[config.mk]
export PLATFORM = sky130hd
export DESIGN_NAME = rgb_ycc_conv
export DESIGN_NICKNAME = d
export VERILOG_FILES = /design/src/rtl/ycc_pkg.sv /design/src/rtl/ycc_wsum.sv /design/src/rtl/ycc_round_sat.sv /design/src/rtl/ycc_strobe_delay.sv /design/src/rtl/rgb_ycc_conv.sv
export SDC_FILE = /design/constraint.sdc
export NUM_CORES = 1
export LEC_CHECK = 0
export BUFFER_PORTS_ARGS = -buffer_cell sky130_fd_sc_hd__buf_2
export CAP_MARGIN = 10
export CORE_MARGIN = 10
export CORE_UTILIZATION = 35
export DETAILED_ROUTE_END_ITERATION = 8
export PLACE_DENSITY = 0.62
export SYNTH_ARGS = -nofsm -noshare
export SYNTH_HDL_FRONTEND = slang
export SYNTH_HIERARCHICAL = 1
export SYNTH_SLANG_ARGS = --single-unit
[constraint.sdc]
create_clock -name clk -period 9.4 [get_ports clk]
set_input_delay 0.94 -clock clk [delete_from_list [all_inputs] [get_ports clk]]
set_output_delay 0.94 -clock clk [all_outputs]
set_load 0.01 [all_outputs]
[src/rtl/ycc_pkg.sv]
package ycc_pkg;

  localparam int NUM_CH  = 3;   // 0: Y, 1: Cb, 2: Cr
  localparam int NUM_TAP = 3;   // 0: R, 1: G, 2: B
  localparam int CH_Y    = 0;

  // Channel weight in units of 1e-4, signed.
  function automatic int weight_e4(input int ch, input int tap);
    int w;
    w = 0;
    case (ch)
      0: case (tap)
           0: w = 2990;
           1: w = 5870;
           default: w = 1140;
         endcase
      1: case (tap)
           0: w = -1687;
           1: w = -3313;
           default: w = 5000;
         endcase
      default: case (tap)
           0: w = 5000;
           1: w = -4187;
           default: w = -813;
         endcase
    endcase
    return w;
  endfunction

  // Weight scaled by 2^frac, rounded half away from zero.
  function automatic int fixed_coef(input int ch, input int tap, input int frac);
    longint w;
    longint mag;
    w   = longint'(weight_e4(ch, tap));
    mag = (((w < 0) ? -w : w) * (longint'(1) << frac) + 64'sd5000) / 64'sd10000;
    return int'((w < 0) ? -mag : mag);
  endfunction

  // Mid-scale chroma bias, already in the scaled domain.
  function automatic int chroma_bias(input int ch, input int pix_w, input int frac);
    return (ch == CH_Y) ? 0 : (1 << (pix_w - 1 + frac));
  endfunction

endpackage

[src/rtl/ycc_wsum.sv]
module ycc_wsum
  import ycc_pkg::*;
#(
  parameter int PIX_W = 8,
  parameter int FRAC  = 13,
  parameter int ACC_W = 23,
  parameter int CH    = 0
) (
  input  logic                           clk,
  input  logic [NUM_TAP*PIX_W-1:0]       taps_in,
  output logic signed [ACC_W-1:0]        sum_q
);

  localparam int PAD = ACC_W - PIX_W;

  logic signed [ACC_W-1:0] prod [NUM_TAP];
  logic signed [ACC_W-1:0] acc;

  for (genvar t = 0; t < NUM_TAP; t++) begin : g_tap
    localparam logic signed [ACC_W-1:0] K = ACC_W'(fixed_coef(CH, t, FRAC));
    assign prod[t] = $signed({{PAD{1'b0}}, taps_in[t*PIX_W +: PIX_W]}) * K;
  end

  always_comb begin
    acc = '0;
    for (int t = 0; t < NUM_TAP; t++) begin
      acc = acc + prod[t];
    end
  end

  // Stage one: registered weighted sum.
  always_ff @(posedge clk) begin
    sum_q <= acc;
  end

endmodule

[src/rtl/ycc_round_sat.sv]
module ycc_round_sat
  import ycc_pkg::*;
#(
  parameter int PIX_W = 8,
  parameter int FRAC  = 13,
  parameter int ACC_W = 23,
  parameter int CH    = 0
) (
  input  logic                    clk,
  input  logic signed [ACC_W-1:0] sum_in,
  output logic [PIX_W-1:0]        byte_q
);

  localparam logic signed [ACC_W-1:0] BIAS = ACC_W'(chroma_bias(CH, PIX_W, FRAC));
  localparam logic signed [ACC_W-1:0] TOP  = ACC_W'((1 << PIX_W) - 1);

  logic signed [ACC_W-1:0] biased;
  logic signed [ACC_W-1:0] whole;
  logic                    round_bit;

  assign biased    = sum_in + BIAS;
  assign round_bit = biased[FRAC-1];
  assign whole     = (biased >>> FRAC) + $signed({{(ACC_W-1){1'b0}}, round_bit});

  // Stage two: saturate into the byte range and register.
  always_ff @(posedge clk) begin
    if (whole < 0) begin
      byte_q <= '0;
    end else if (whole > TOP) begin
      byte_q <= '1;
    end else begin
      byte_q <= whole[PIX_W-1:0];
    end
  end

endmodule

[src/rtl/ycc_strobe_delay.sv]
module ycc_strobe_delay #(
  parameter int DEPTH = 2
) (
  input  logic clk,
  input  logic rst,
  input  logic strobe_in,
  output logic strobe_out
);

  if (DEPTH == 1) begin : g_one
    logic sr;
    always_ff @(posedge clk) begin
      if (rst) sr <= 1'b0;
      else     sr <= strobe_in;
    end
    assign strobe_out = sr;
  end else begin : g_many
    logic [DEPTH-1:0] sr;
    always_ff @(posedge clk) begin
      if (rst) sr <= '0;
      else     sr <= {sr[DEPTH-2:0], strobe_in};
    end
    assign strobe_out = sr[DEPTH-1];
  end

  // reset empties the strobe pipeline by the next edge.
  a_r8_reset_clears: assert property (@(posedge clk) rst |=> !strobe_out)
    else $error("a_r8_reset_clears");

endmodule

[src/rtl/rgb_ycc_conv.sv]
module rgb_ycc_conv
  import ycc_pkg::*;
#(
  parameter int PIX_W     = 8,
  parameter int FRAC_BITS = 13
) (
  input  logic                 clk,
  input  logic                 rst,
  input  logic                 en,
  input  logic [3*PIX_W-1:0]   pix_in,
  output logic [3*PIX_W-1:0]   ycc_out,
  output logic                 ycc_valid
);

  localparam int ACC_W   = PIX_W + FRAC_BITS + 2;
  localparam int LATENCY = 2;

  logic signed [ACC_W-1:0] wsum   [NUM_CH];
  logic [PIX_W-1:0]        chan_q [NUM_CH];

  for (genvar ch = 0; ch < NUM_CH; ch++) begin : g_ch
    ycc_wsum #(
      .PIX_W(PIX_W), .FRAC(FRAC_BITS), .ACC_W(ACC_W), .CH(ch)
    ) u_wsum (
      .clk     (clk),
      .taps_in (pix_in),
      .sum_q   (wsum[ch])
    );

    ycc_round_sat #(
      .PIX_W(PIX_W), .FRAC(FRAC_BITS), .ACC_W(ACC_W), .CH(ch)
    ) u_round (
      .clk    (clk),
      .sum_in (wsum[ch]),
      .byte_q (chan_q[ch])
    );

    assign ycc_out[ch*PIX_W +: PIX_W] = chan_q[ch];
  end

  ycc_strobe_delay #(.DEPTH(LATENCY)) u_strobe (
    .clk        (clk),
    .rst        (rst),
    .strobe_in  (en),
    .strobe_out (ycc_valid)
  );

  // Checks on the assembled pipeline.
  localparam logic [PIX_W-1:0] MID  = PIX_W'(1 << (PIX_W - 1));
  localparam logic [PIX_W-1:0] FULL = '1;
  localparam logic [PIX_W-1:0] ZERO = '0;

  logic [1:0]       warm;
  logic [PIX_W-1:0] pr, pg, pb;

  assign pr = pix_in[PIX_W-1:0];
  assign pg = pix_in[2*PIX_W-1:PIX_W];
  assign pb = pix_in[3*PIX_W-1:2*PIX_W];

  always_ff @(posedge clk) begin
    if (rst)                warm <= '0;
    else if (warm != 2'd3)  warm <= warm + 2'd1;
  end

  // strobe follows the sampled enable by exactly two edges.
  a_r6_latency: assert property (@(posedge clk) disable iff (rst)
    (warm >= 2'd2) |-> (ycc_valid == $past(en, 2)))
    else $error("a_r6_latency");

  // grey input gives neutral chroma and unchanged luma, in {Cr,Cb,Y} order.
  a_r5_gray_neutral: assert property (@(posedge clk) disable iff (rst)
    ((warm >= 2'd2) && ($past(pr, 2) == $past(pg, 2)) && ($past(pg, 2) == $past(pb, 2)))
      |-> (ycc_out == {MID, MID, $past(pr, 2)}))
    else $error("a_r5_gray_neutral");

  // pure blue saturates Cb at full scale.
  a_r7_blue_clip: assert property (@(posedge clk) disable iff (rst)
    ((warm >= 2'd2) && ($past(pix_in, 2) == {FULL, ZERO, ZERO}))
      |-> (ycc_out[2*PIX_W-1:PIX_W] == FULL))
    else $error("a_r7_blue_clip");

  // pure red saturates Cr at full scale.
  a_r7_red_clip: assert property (@(posedge clk) disable iff (rst)
    ((warm >= 2'd2) && ($past(pix_in, 2) == {ZERO, ZERO, FULL}))
      |-> (ycc_out[3*PIX_W-1:2*PIX_W] == FULL))
    else $error("a_r7_red_clip");

endmodule

**After elaboration in Yosys (flattened, before gate mapping)**

Index checks and enable logic that the tools add are counted.

- Bits of input ports: 27
- Bits in registers: 95
- Logic and storage cells: 34

- $mul: 7
- Add/sub/neg operators: 11
- Order comparisons: 6
- Muxes and demuxes: 3

Operator list:

| kind | count |
|---|---|
| $add A23 B23 Y23 | 4 |
| $add A23 B22 Y23 const B | 2 |
| $mul A9 B12 Y21 const B | 2 |
| $add A10 B2 Y11 | 3 |
| $gt A11 B9 Y1 const B | 3 |
| $lt A11 B1 Y1 const B | 3 |
| $mux W8 | 3 |
| $add A21 B23 Y23 | 1 |
| $add A23 B21 Y23 | 1 |
| $mul A8 B13 Y21 const B | 1 |
| $mul A8 B12 Y20 const B | 1 |
| $mul A9 B11 Y20 const B | 1 |
| $mul A9 B10 Y19 const B | 1 |
| $mul A8 B9 Y17 const B | 1 |

**Logic depth before layout (Yosys ltp)**

- Word-level depth: 4
- Gate-level depth with buffers: 26
- Gate-level depth less buffers: 26

**By module**

Netlist, hierarchy kept.

Modules (own cells, without submodules):

| module | area each (µm²) | times used | sequential area each (µm²) | cells an instance |
|---|---|---|---|---|
| ycc_wsum at g_ch[1].u_wsum | 6149.6 | 1 | 440.4 | 684 |
| ycc_wsum at g_ch[2].u_wsum | 6008.3 | 1 | 440.4 | 686 |
| ycc_wsum at g_ch[0].u_wsum | 5465.2 | 1 | 460.4 | 577 |
| ycc_round_sat at g_ch[1].u_round ... | 459.2 | 2 | 160.2 | 48 |
| ycc_round_sat at g_ch[0].u_round | 518.0 | 1 | 160.2 | 61 |
| ycc_strobe_delay | 52.6 | 1 | 40.0 | 4 |

**Worst setup path before layout**

OpenSTA, ideal clock, no wires.

- Kind: input -> register
- From: input pix_in[22]
- To: register g_ch[0].u_wsum.sum_q[22]
- Data required time: 9.278 ns
- Library setup time: 0.122 ns
- Slack: 2.432 ns
- Stages: 24
- Arrival time: 6.847 ns
- Path buffers: 0
- Path through: inv_1 ha_1 fa_1 fa_1 inv_1 fa_1 ha_1 nand4b_1 o211ai_2 o31a_1 a21oi_1 fa_1 inv_1 fa_1 fa_1 fa_1 inv_1 ha_1 a211oi_1 nand2_1 a211oi_1 nor2_1 a311oi_1 nor2_1

- Cells in the longest elaborated chain, start to end: 2

Ends and longest elaborated chain:

| element | RTL line | source |
|---|---|---|
| from (decl) | rgb_ycc_conv.sv:10 | `input logic [3*PIX_W-1:0] pix_in,` |
| $mul A8 B9 Y17 | ycc_wsum.sv:21 | `assign prod[t] = $signed({{PAD{1'b0}}, taps_in[t*PIX_W +: PIX_W]}) * K;` |
| $add A23 B23 Y23 | ycc_wsum.sv:27 | `acc = acc + prod[t];` |
| named net g_ch[0].u_wsum.acc[22] | ycc_wsum.sv:17 | `logic signed [ACC_W-1:0] acc;` |
| to (signal assigned) | ycc_wsum.sv:33 | `sum_q <= acc;` |
| to (decl) | ycc_wsum.sv:11 | `output logic signed [ACC_W-1:0] sum_q` |

The timed path passes the listed nets, and every way through them passes these cells.
A chain may end at the register's enable or synchronous reset.

**Final worst setup path**

Ends and elaborated chain as after synthesis.

==> run_results.csv <==
group,metric,value,unit
drt,drc,0,
drt,drt-total-wl,39.8,mm
drt,via_per_inst,4.84,
grt,grtUsageTotal,13.8,%
clocking,clk_latency,350,ps
critical_path,critPathMaxFanout,13,
floorplan,die-height,247,um
clocking,cts_hold_buf,0,
critical_path,arrival,7570,ps
grt,grt_overflow,0,
drt,final_antenna_net_count,0,
clocking,cts-root-buf,"clkbuf_16",
grt,first_global_vias,13900,
floorplan,coreArea,0.0512,sq mm
outcome,status,"completed",
synthesis,netlist_area,0.0180,sq mm
drt,via_count,13300,
synthesis,synthCells,2015,
cells_and_area,postLayoutCellArea,0.0194,sq mm
synthesis,yosys_warnings,6,
min_path,min_path_cells,1,
floorplan,rows,83,
critical_path,critPathKind,"input pin to flip-flop",
clocking,clkSlewWorstSetupHoldPaths,60,ps
timing,tightest_slew,885,ps
timing,hold_viol,0,
timing,setup_viol,0,
timing,maxSlewHeadroom,39.5,%
run,timing.max_cap.violations,0,
timing,drv_slew,0,
clocking,cts_setup_buffers,0,
floorplan,dieArea,0.0610,sq mm
clocking,clk_path_buf_depth,2,
floorplan,die_w,247,um
critical_path,crit_start,"pix_in[22]",
timing,rsz0062_at_grt,"false",
placed_design,portBuffers,51,
placed_design,pre_cts_ws,1670,ps
clocking,cts.repair.resized,0,
min_path,hp-class,"flip-flop to flip-flop",
clocking,cts.sinks,59,
cells_and_area,drive_above_1_share,5.69,%
clocking,cts_made_buffers,9,
drt,firstDrtPassIters,5,
synthesis,avgSynthCellArea,8.95,sq um
cells_and_area,fin_cells,2753,
timing,setup_tns,0,ps
critical_path,endpoint_kind,"flip-flop",
critical_path,reg2reg_to,"g_ch[2].u_round/byte_q[1]",
timing,period_minus_slack,7320,ps
critical_path,r2r-start,"g_ch[2].u_wsum/sum_q[12]",
min_path,min_to,"u_strobe/g_many.sr[1]",
placed_design,gp_congestion,0.884,
grt,grt_max_degree,21,
timing,fmax,0.137,GHz
critical_path,crit_path_start_kind,"input pin",
grt,grt_pass1_wl,68.7,mm
critical_path,r2r_slack,7500,ps
timing,period_share,77.9,%
placed_design,place_inst,2736,
cells_and_area,finalNetCount,2742,
cells_and_area,area_growth,7.46,%
floorplan,io_pins,52,
clocking,cts_tree,"yes",
placed_design,placed_area,0.0191,sq mm
clocking,h-tree-depth,3,
placed_design,dpl.hpwl,35.0,mm
critical_path,r2r_cells,6,
grt,antenna_found_initial,1,
synthesis,syn_nets,2690,
critical_path,required,9640,ps
drt,wl_per_cell,14.5,um
drt,drt-initial-drc-count,603,
timing,skew,7.57,ps
floorplan,initial_utilization,35.2,%
min_path,worstHoldStart,"u_strobe/g_many.sr[0]",
timing,layout_setup_ws,2080,ps
## critical path, cell delays in order
cell and delay (ps):
buf_2 280, inv_1 80, ha_1 340, fa_1 440, fa_1 520, inv_1 50, fa_1 450, ha_1 370
nand4b_1 140, o211ai_2 110, o31a_1 300, a21oi_1 180, fa_1 430, inv_1 80, fa_1 430, fa_1 470
fa_1 540, inv_1 40, ha_1 240, a211oi_1 220, nand2_1 90, a211oi_1 290, nor2_1 160, a311oi_1 280
nor2_1 70
## layout by cell type, fill, tap and decap left out, types with 16 or more instances in the layout
cell type  count
a21o_1        33
a21oi_1      106
buf_2         51
dfxtp_1       59
fa_1         224
ha_1         424
inv_1        554
nand2_1       59
nand3_1       30
nor2_1        69
nor2b_1       16
nor3_1        24
o21ai_0       34
o31ai_1       16
xnor2_1       93
xor2_1        33
## layer usage
metal  track usage [%]  share of wire [%]  wire, um  vias up
met5                 0                  0         0        -
met4              3.07                1.4       538        0
met3              2.07                4.6      1850       27
met2              23.0                 47     18600      199
met1              18.4                 47     18800     6453
li1                  -                  -         -     6653
## registers in the layout, summed over array words and instances (netlist names)
name,cells
g_ch.u_wsum/sum_q,33
g_ch.u_round/byte_q,24
u_strobe/g_many.sr,2
## worst max path at each step
stage	end	slack, ps
after global placement	g_ch[0].u_wsum/sum_q[22]	1770
after detailed placement	g_ch[0].u_wsum/sum_q[22]	1670
after CTS	g_ch[0].u_wsum/sum_q[22]	2050
final	g_ch[0].u_wsum/sum_q[22]	2080
after floorplan	g_ch[0].u_wsum/sum_q[22]	2430
after global routing	g_ch[0].u_wsum/sum_q[22]	1520
## final cells by class
cell class	count	area (sq um)
Inverter	554	2080
Clock buffer	10	229
Timing Repair Buffer	51	255
Multi-Input combinational cell	1392	14700
Sequential cell	59	1180
Fill cell	5125	31800
Clock inverter	6	65.1
Antenna cell	1	2.50
Tap cell	680	851
## stage by stage
step,utilization [%],hold WS (ps)
floorplan,-,414
global placement,37.3,429
detailed placement,37.3,445
CTS,37.9,452
global route,37.9,464
finish,37.9,448
Power is left out: the tool's default activity adds up to more than one toggle a clock period on the data nets, which glitch-free logic cannot reach.
